[src/rtl/bcd_hour_counter.sv]
module bcd_hour_counter (
  input  logic       clk,
  input  logic       rst,
  input  logic       hr_tick,
  input  logic       fmt24,
  input  logic       wr_en,
  input  logic [7:0] wr_data,
  output logic [7:0] hour_q,
  output logic       day_tick
);

  logic [5:0] hr, nxt;
  logic       wrap;

  wire [1:0] tens = hr[5:4];
  wire [3:0] ones = hr[3:0];
  wire       pm   = hr[5];

  always_comb begin
    nxt  = hr + 6'd1;
    wrap = 1'b0;
    if (fmt24) begin
      if (tens == 2'd3 || (tens == 2'd2 && ones >= 4'd3)) begin
        nxt  = 6'h00;
        wrap = (hr == 6'h23);
      end else if (ones >= 4'd9) begin
        nxt = {tens + 2'd1, 4'd0};
      end
    end else begin
      if (hr[4] && ones == 4'd2) begin
        nxt = {pm, 5'h01};
      end else if (hr[4] && ones != 4'd0) begin
        nxt  = pm ? 6'h12 : 6'h32;
        wrap = (hr == 6'h31);
      end else if (!hr[4] && ones >= 4'd9) begin
        nxt = {pm, 5'h10};
      end
    end
  end

  always_ff @(posedge clk) begin
    if (rst) begin
      hr       <= fmt24 ? 6'h00 : 6'h12;
      day_tick <= 1'b0;
    end else begin
      day_tick <= 1'b0;
      if (wr_en) begin
        hr <= wr_data[5:0];
      end else if (hr_tick) begin
        hr       <= nxt;
        day_tick <= wrap;
      end
    end
  end

  assign hour_q = {2'b00, hr};


  hold_chk: assert property (@(posedge clk) disable iff (rst)
    (!hr_tick && !wr_en) |=> ($stable(hour_q) && !day_tick));


  load_chk: assert property (@(posedge clk) disable iff (rst)
    wr_en |=> (hour_q == {2'b00, $past(wr_data[5:0])}));


  wrap12_chk: assert property (@(posedge clk) disable iff (rst)
    (hr_tick && !wr_en && !fmt24 && hour_q == 8'h31) |=> (day_tick && hour_q == 8'h12));


  wrap24_chk: assert property (@(posedge clk) disable iff (rst)
    (hr_tick && !wr_en && fmt24 && hour_q == 8'h23) |=> (day_tick && hour_q == 8'h00));


  tick_src_chk: assert property (@(posedge clk) disable iff (rst)
    day_tick |-> $past(hr_tick && !wr_en));


  legal24_chk: assert property (@(posedge clk) disable iff (rst)
    (hr_tick && !wr_en && fmt24) |=> (hour_q[3:0] <= 4'd9 && hour_q <= 8'h23));

endmodule

[config.mk]
export PLATFORM = sky130hd
export DESIGN_NAME = bcd_hour_counter
export DESIGN_NICKNAME = d
export VERILOG_FILES = /design/src/rtl/bcd_hour_counter.sv
export SDC_FILE = /design/constraint.sdc
export NUM_CORES = 1
export LEC_CHECK = 0
export BUFFER_PORTS_ARGS = -buffer_cell sky130_fd_sc_hd__buf_4
export CELL_PAD_IN_SITES_DETAIL_PLACEMENT = 0
export CELL_PAD_IN_SITES_GLOBAL_PLACEMENT = 2
export CORE_MARGIN = 3
export CORE_UTILIZATION = 31
export CTS_CLUSTER_SIZE = 16
export DETAILED_ROUTE_END_ITERATION = 12
export GPL_TIMING_DRIVEN = 0
export PLACE_DENSITY_LB_ADDON = 0.08
export SLEW_MARGIN = 25
export SYNTH_ARGS = -nofsm -noshare
export SYNTH_HDL_FRONTEND = slang
export SYNTH_SLANG_ARGS = --single-unit
[constraint.sdc]
create_clock -name clk -period 4.3 [get_ports clk]
set_input_delay 0.43 -clock clk [delete_from_list [all_inputs] [get_ports clk]]
set_output_delay 0.43 -clock clk [all_outputs]
set_load 0.02 [all_outputs]
# Yosys cells after proc, flatten, opt, wreduce, memory -nomap -nowiden
# Index checks and enable logic that the tools add are counted.
op_classes:
  n_reduce_logical: 10
  order_cmp: 2
  n_bitwise: 1
  n_eq_ne: 7
  n_addsub: 2
  n_mux: 15
ops:
  columns: ["operator", "n"]
  rows:
  - ["$mux 6", 10]
  - ["$eq 6x6->1 const B", 2]
  - ["$add 6x1->6 const B", 1]
  - ["$mux 5", 1]
  - ["$ne 5x5->1 const B", 1]
  - ["$eq 2x2->1 const B", 2]
  - ["$eq 4x2->1 const B", 1]
  - ["$ge 4x2->1 const B", 1]
  - ["$ge 4x4->1 const B", 1]
  - ["$logic_and 1x1->1", 4]
  - ["$mux 1", 4]
  - ["$ne 4x4->1 const B", 1]
  - ["$reduce_bool 4->1", 1]
  - ["$reduce_and 3->1", 1]
  - ["$reduce_bool 3->1", 1]
  - ["$reduce_or 3->1", 1]
  - ["$add 2x1->2 const B", 1]
  - ["$logic_not 1->1", 1]
  - ["$logic_or 1x1->1", 1]
  - ["$not 1->1", 1]
totals:
  ff_bits: 7
  word_cells: 40
  output_inout_bits: 9

# Logic depth before layout (Yosys ltp)
logic_depth:
  word_depth: 9
  depth_mapped: 6
  mapped_depth_nobuf: 6

# Worst setup path after synthesis
# OpenSTA, ideal clock, no wires.
synth_path:
  kind: "flip-flop to flip-flop"
  startpoint: "reg hr[0]"
  endpoint: "reg hr[0], data pin"
  t_arrival_ns: 2.003
  stages_incl_launch_ff: 7
  synth_period_minus_slack_ns: 2.193
  path_slack_ns: 2.107
  t_required_ns: 4.110
  cell_sequence: "edfxtp_1 inv_1 ha_1 or3b_1 and2_4 o221a_1 a2111oi_2"
synth_via:
  elab_chain_cells: 9
  word_cells_on_any_way: 19
  classes_between: "add/sub: 1; order compare: 2; eq/ne: 1; mux: 9; reduce/logical: 6"
synth_lines:
  columns: ["element", "line_no", "rtl"]
  rows:
  - ["start, declared", "12", "logic [5:0] hr, nxt;"]
  - ["start signal, assigned", "43", "hr <= fmt24 ? 6'h00 : 6'h12;"]
  - ["start signal, assigned", "48", "hr <= wr_data[5:0];"]
  - ["start signal, assigned", "50", "hr <= nxt;"]
  - ["parallel branches: the longest is 5 deep, another holds $add 6x1->6", null, null]
  - ["$mux 6 *", "22", "if (fmt24) begin"]
  - ["$mux 6 *", "49", "end else if (hr_tick) begin"]
  - ["$mux 6 *", "47", "if (wr_en) begin"]
  - ["$mux 6 *", "42", "if (rst) begin"]
# Every way passes the cells marked *. The select of a mux whose other input is x is not followed.
# A chain may end at the register's enable or synchronous reset.

# Worst setup path after layout
# Same ends and word-level chain as after synthesis.

==> results.yml <==
status:
  status: "finished clean"
yosys:
  synthArstFlopShare_pct: 0
  seq_area_frac_synth_pct: 29.09
  syn_area_um2: 688.2
  synth_seq_cells: 7
  synth_edf_count: 6
  syn_inst: 75
  ys.flop_type: "edfxtp_1"
  synth-warning-count: 0
  yosysUniqueCellTypes: 39
  synth.area.top_cells: "edfxtp_1, ha_1, nand3_1"
  syn_area_per_cell_um2: 9.175
  yosysTopAreaCellShare_pct: 26.18
  yosysTopAreaCell: "edfxtp_1"
critical_path:
  endpoint_kind: "register"
  cp.arrival_ns: 2.38
  worstPathMaxFanout: 6
  cp-start-kind: "register"
  crit_required_ns: 4.35
  worstSetupPathType: "reg -> reg"
grt:
  gr-usage-met1_pct: 20.61
  grt_max_degree: 11
  grt_pass1_wl_um: 2960
  grt_busiest_layer: "met2"
  grtUsageMet3_pct: 3.380
  grt_usage_pct: 14.62
  grt_overflow_total: 0
  antenna_found_initial: 0
  met2_usage_pct: 20.87
  grt_pass1_vias: 635
final_layout:
  fillCellCount: 213
  diodes: 0
  final_common_cell: "buf_4"
  synthToLayoutAreaGrowth_pct: 25.64
  drive_above_1_share_pct: 25.26
  utilization_pct: 42.76
  nets: 115
pwr:
  pwr-share-clk_pct: 24.5
  ir_drop_uv: 139.9
  p_seq_share_pct: 35.7
  p_comb_share_pct: 39.8
  power_leakage_uw: 0.0003703
  power.total_uw: 260.0
  p_int_uw: 163.7
  power_density_mw_per_mm2: 300.8
  netSwitchingFraction_pct: 37.03
  p_sw_uw: 96.29
placement:
  gp_congestion: 0.7887
  place_ws_ns: 1.967
  portBuffers: 15
  dp_hpwl_um: 1366
timing:
  post-route-period-util_pct: 54.27
  finalHoldViolations: 0
  period_needed_ns: 2.333
  fin_worst_skew_ns: 0.01512
  worst_slack_ns: 1.967
  setup_viol: 0
  fmax_ghz: 0.4286
  slew_violations: 0
  rsz0062_at_grt: "no"
  setup_tns_ns: 0
routing:
  antenna_left: 0
  dr.pass1.iters: 4
  drt_iter0_markers: 21
  vias: 683
  wl_per_cell_um: 14.24
  via_per_inst: 5.598
  routed_wl_um: 1737
  drc_errors: 0
floorplan:
  die_w_um: 53.12
  die_height_um: 53.12
  initial_utilization_pct: 34.03
  pin_count: 22
  die_area_mm2: 0.002821
  fp-row-count: 16
  core-area_mm2: 0.002022
cts:
  cts_made_buffers: 3
  clockRootBuffer: "clkbuf_4"
  postCtsSetupBuffers: 0
  clock_latency_ns: 0.26
  cts_tree: "yes"
  cts.path.max_buffers: 2
  cts_resized: 0
  clock_sinks: 7
  cts.clk_slew.worst_paths_ns: 0.07
  cts_hold_buf: 0
  cts_max_level: 1
run:
  maxCapViolCount: 0
min_path:
  hp-class: "in -> reg"
==> cell usage after synthesis (all sizes together) (2+ instances only) <==
| library cell | number |
|---|---|
| a2111oi | 2 |
| a211oi | 3 |
| a21oi | 3 |
| a32o | 2 |
| and2 | 2 |
| buf | 4 |
| clkbuf | 2 |
| edfxtp | 6 |
| ha | 6 |
| inv | 6 |
| nand3 | 6 |
| nor2 | 6 |
| nor3 | 2 |
| o21ai | 2 |
| or3 | 2 |
==> metrics by stage <==
step                hold slack [ns]  cells  area (µm²)
floorplan                    0.5583     76       691.9
global placement             0.7243    118       838.3
detailed placement           0.7203    118       838.3
CTS                          0.4411    122       864.6
global route                 0.4638    122       864.6
finish                       0.4493    122       864.6
==> sequential cells by signal, summed over array words and instances (netlist names) <==
register / flops
hr: 6
day_tick: 1
==> power groups by stage <==
stage,Sequential [µW],Clock [µW],Combinational [µW]
after global placement,94.7,0,105
after detailed placement,94.5,0,102
after global routing,94.8,68.5,114
after floorplan,100,0,62.5
final,92.9,63.7,103
after CTS,93.0,64.1,102
==> per-layer routing <==
layer	part of all wire, %	up-vias	wire length [µm]
met5	0	-	0
met4	1.8	0	32
met3	6.4	8	112
met2	45	30	784
met1	47	318	808
li1	-	327	-
==> critical path, cell delays in order, from the launching register on <==
cell       delay, ns
edfxtp_1        0.49
inv_1           0.12
ha_1            0.25
or3b_1          0.45
and2_4          0.20
o221a_1         0.27
a2111oi_2       0.34
==> cells by family (layout without fill, tap and decap cells) <==
family	count (synthesis)	after routing	synth area share, %
adders and majority gates	6	6	10.91
other	1	2	0.5449
xor gates and xnor gates	2	2	2.546
DFF	7	7	29.09
and+or+nand+nor	21	21	16.18
buffers and inverters	12	31	9.817
AOI/OAI and AO/OA	26	26	30.91
==> final cells by class <==
class | count | area, µm² | area share [%]
Buffer | 6 | 45.04 | 5.210
Clock buffer | 4 | 26.28 | 3.039
Inverter | 6 | 22.52 | 2.605
Multi-Input combinational cell | 57 | 424.2 | 49.06
Sequential cell | 7 | 200.2 | 23.15
Tap cell | 27 | 33.78 | 3.907
Timing Repair Buffer | 15 | 112.6 | 13.02
==> final timing paths <==
kind,start,slack [ns],to,cells past startpoint
setup / recovery,hr[0],1.97,hr[0],6
hold / removal,hr_tick,0.45,day_tick,3
setup reg to reg,hr[0],1.97,hr[0],6
hold reg to reg,hr[0],0.75,hr[0],1
Power figures use the tool's default switching activity.
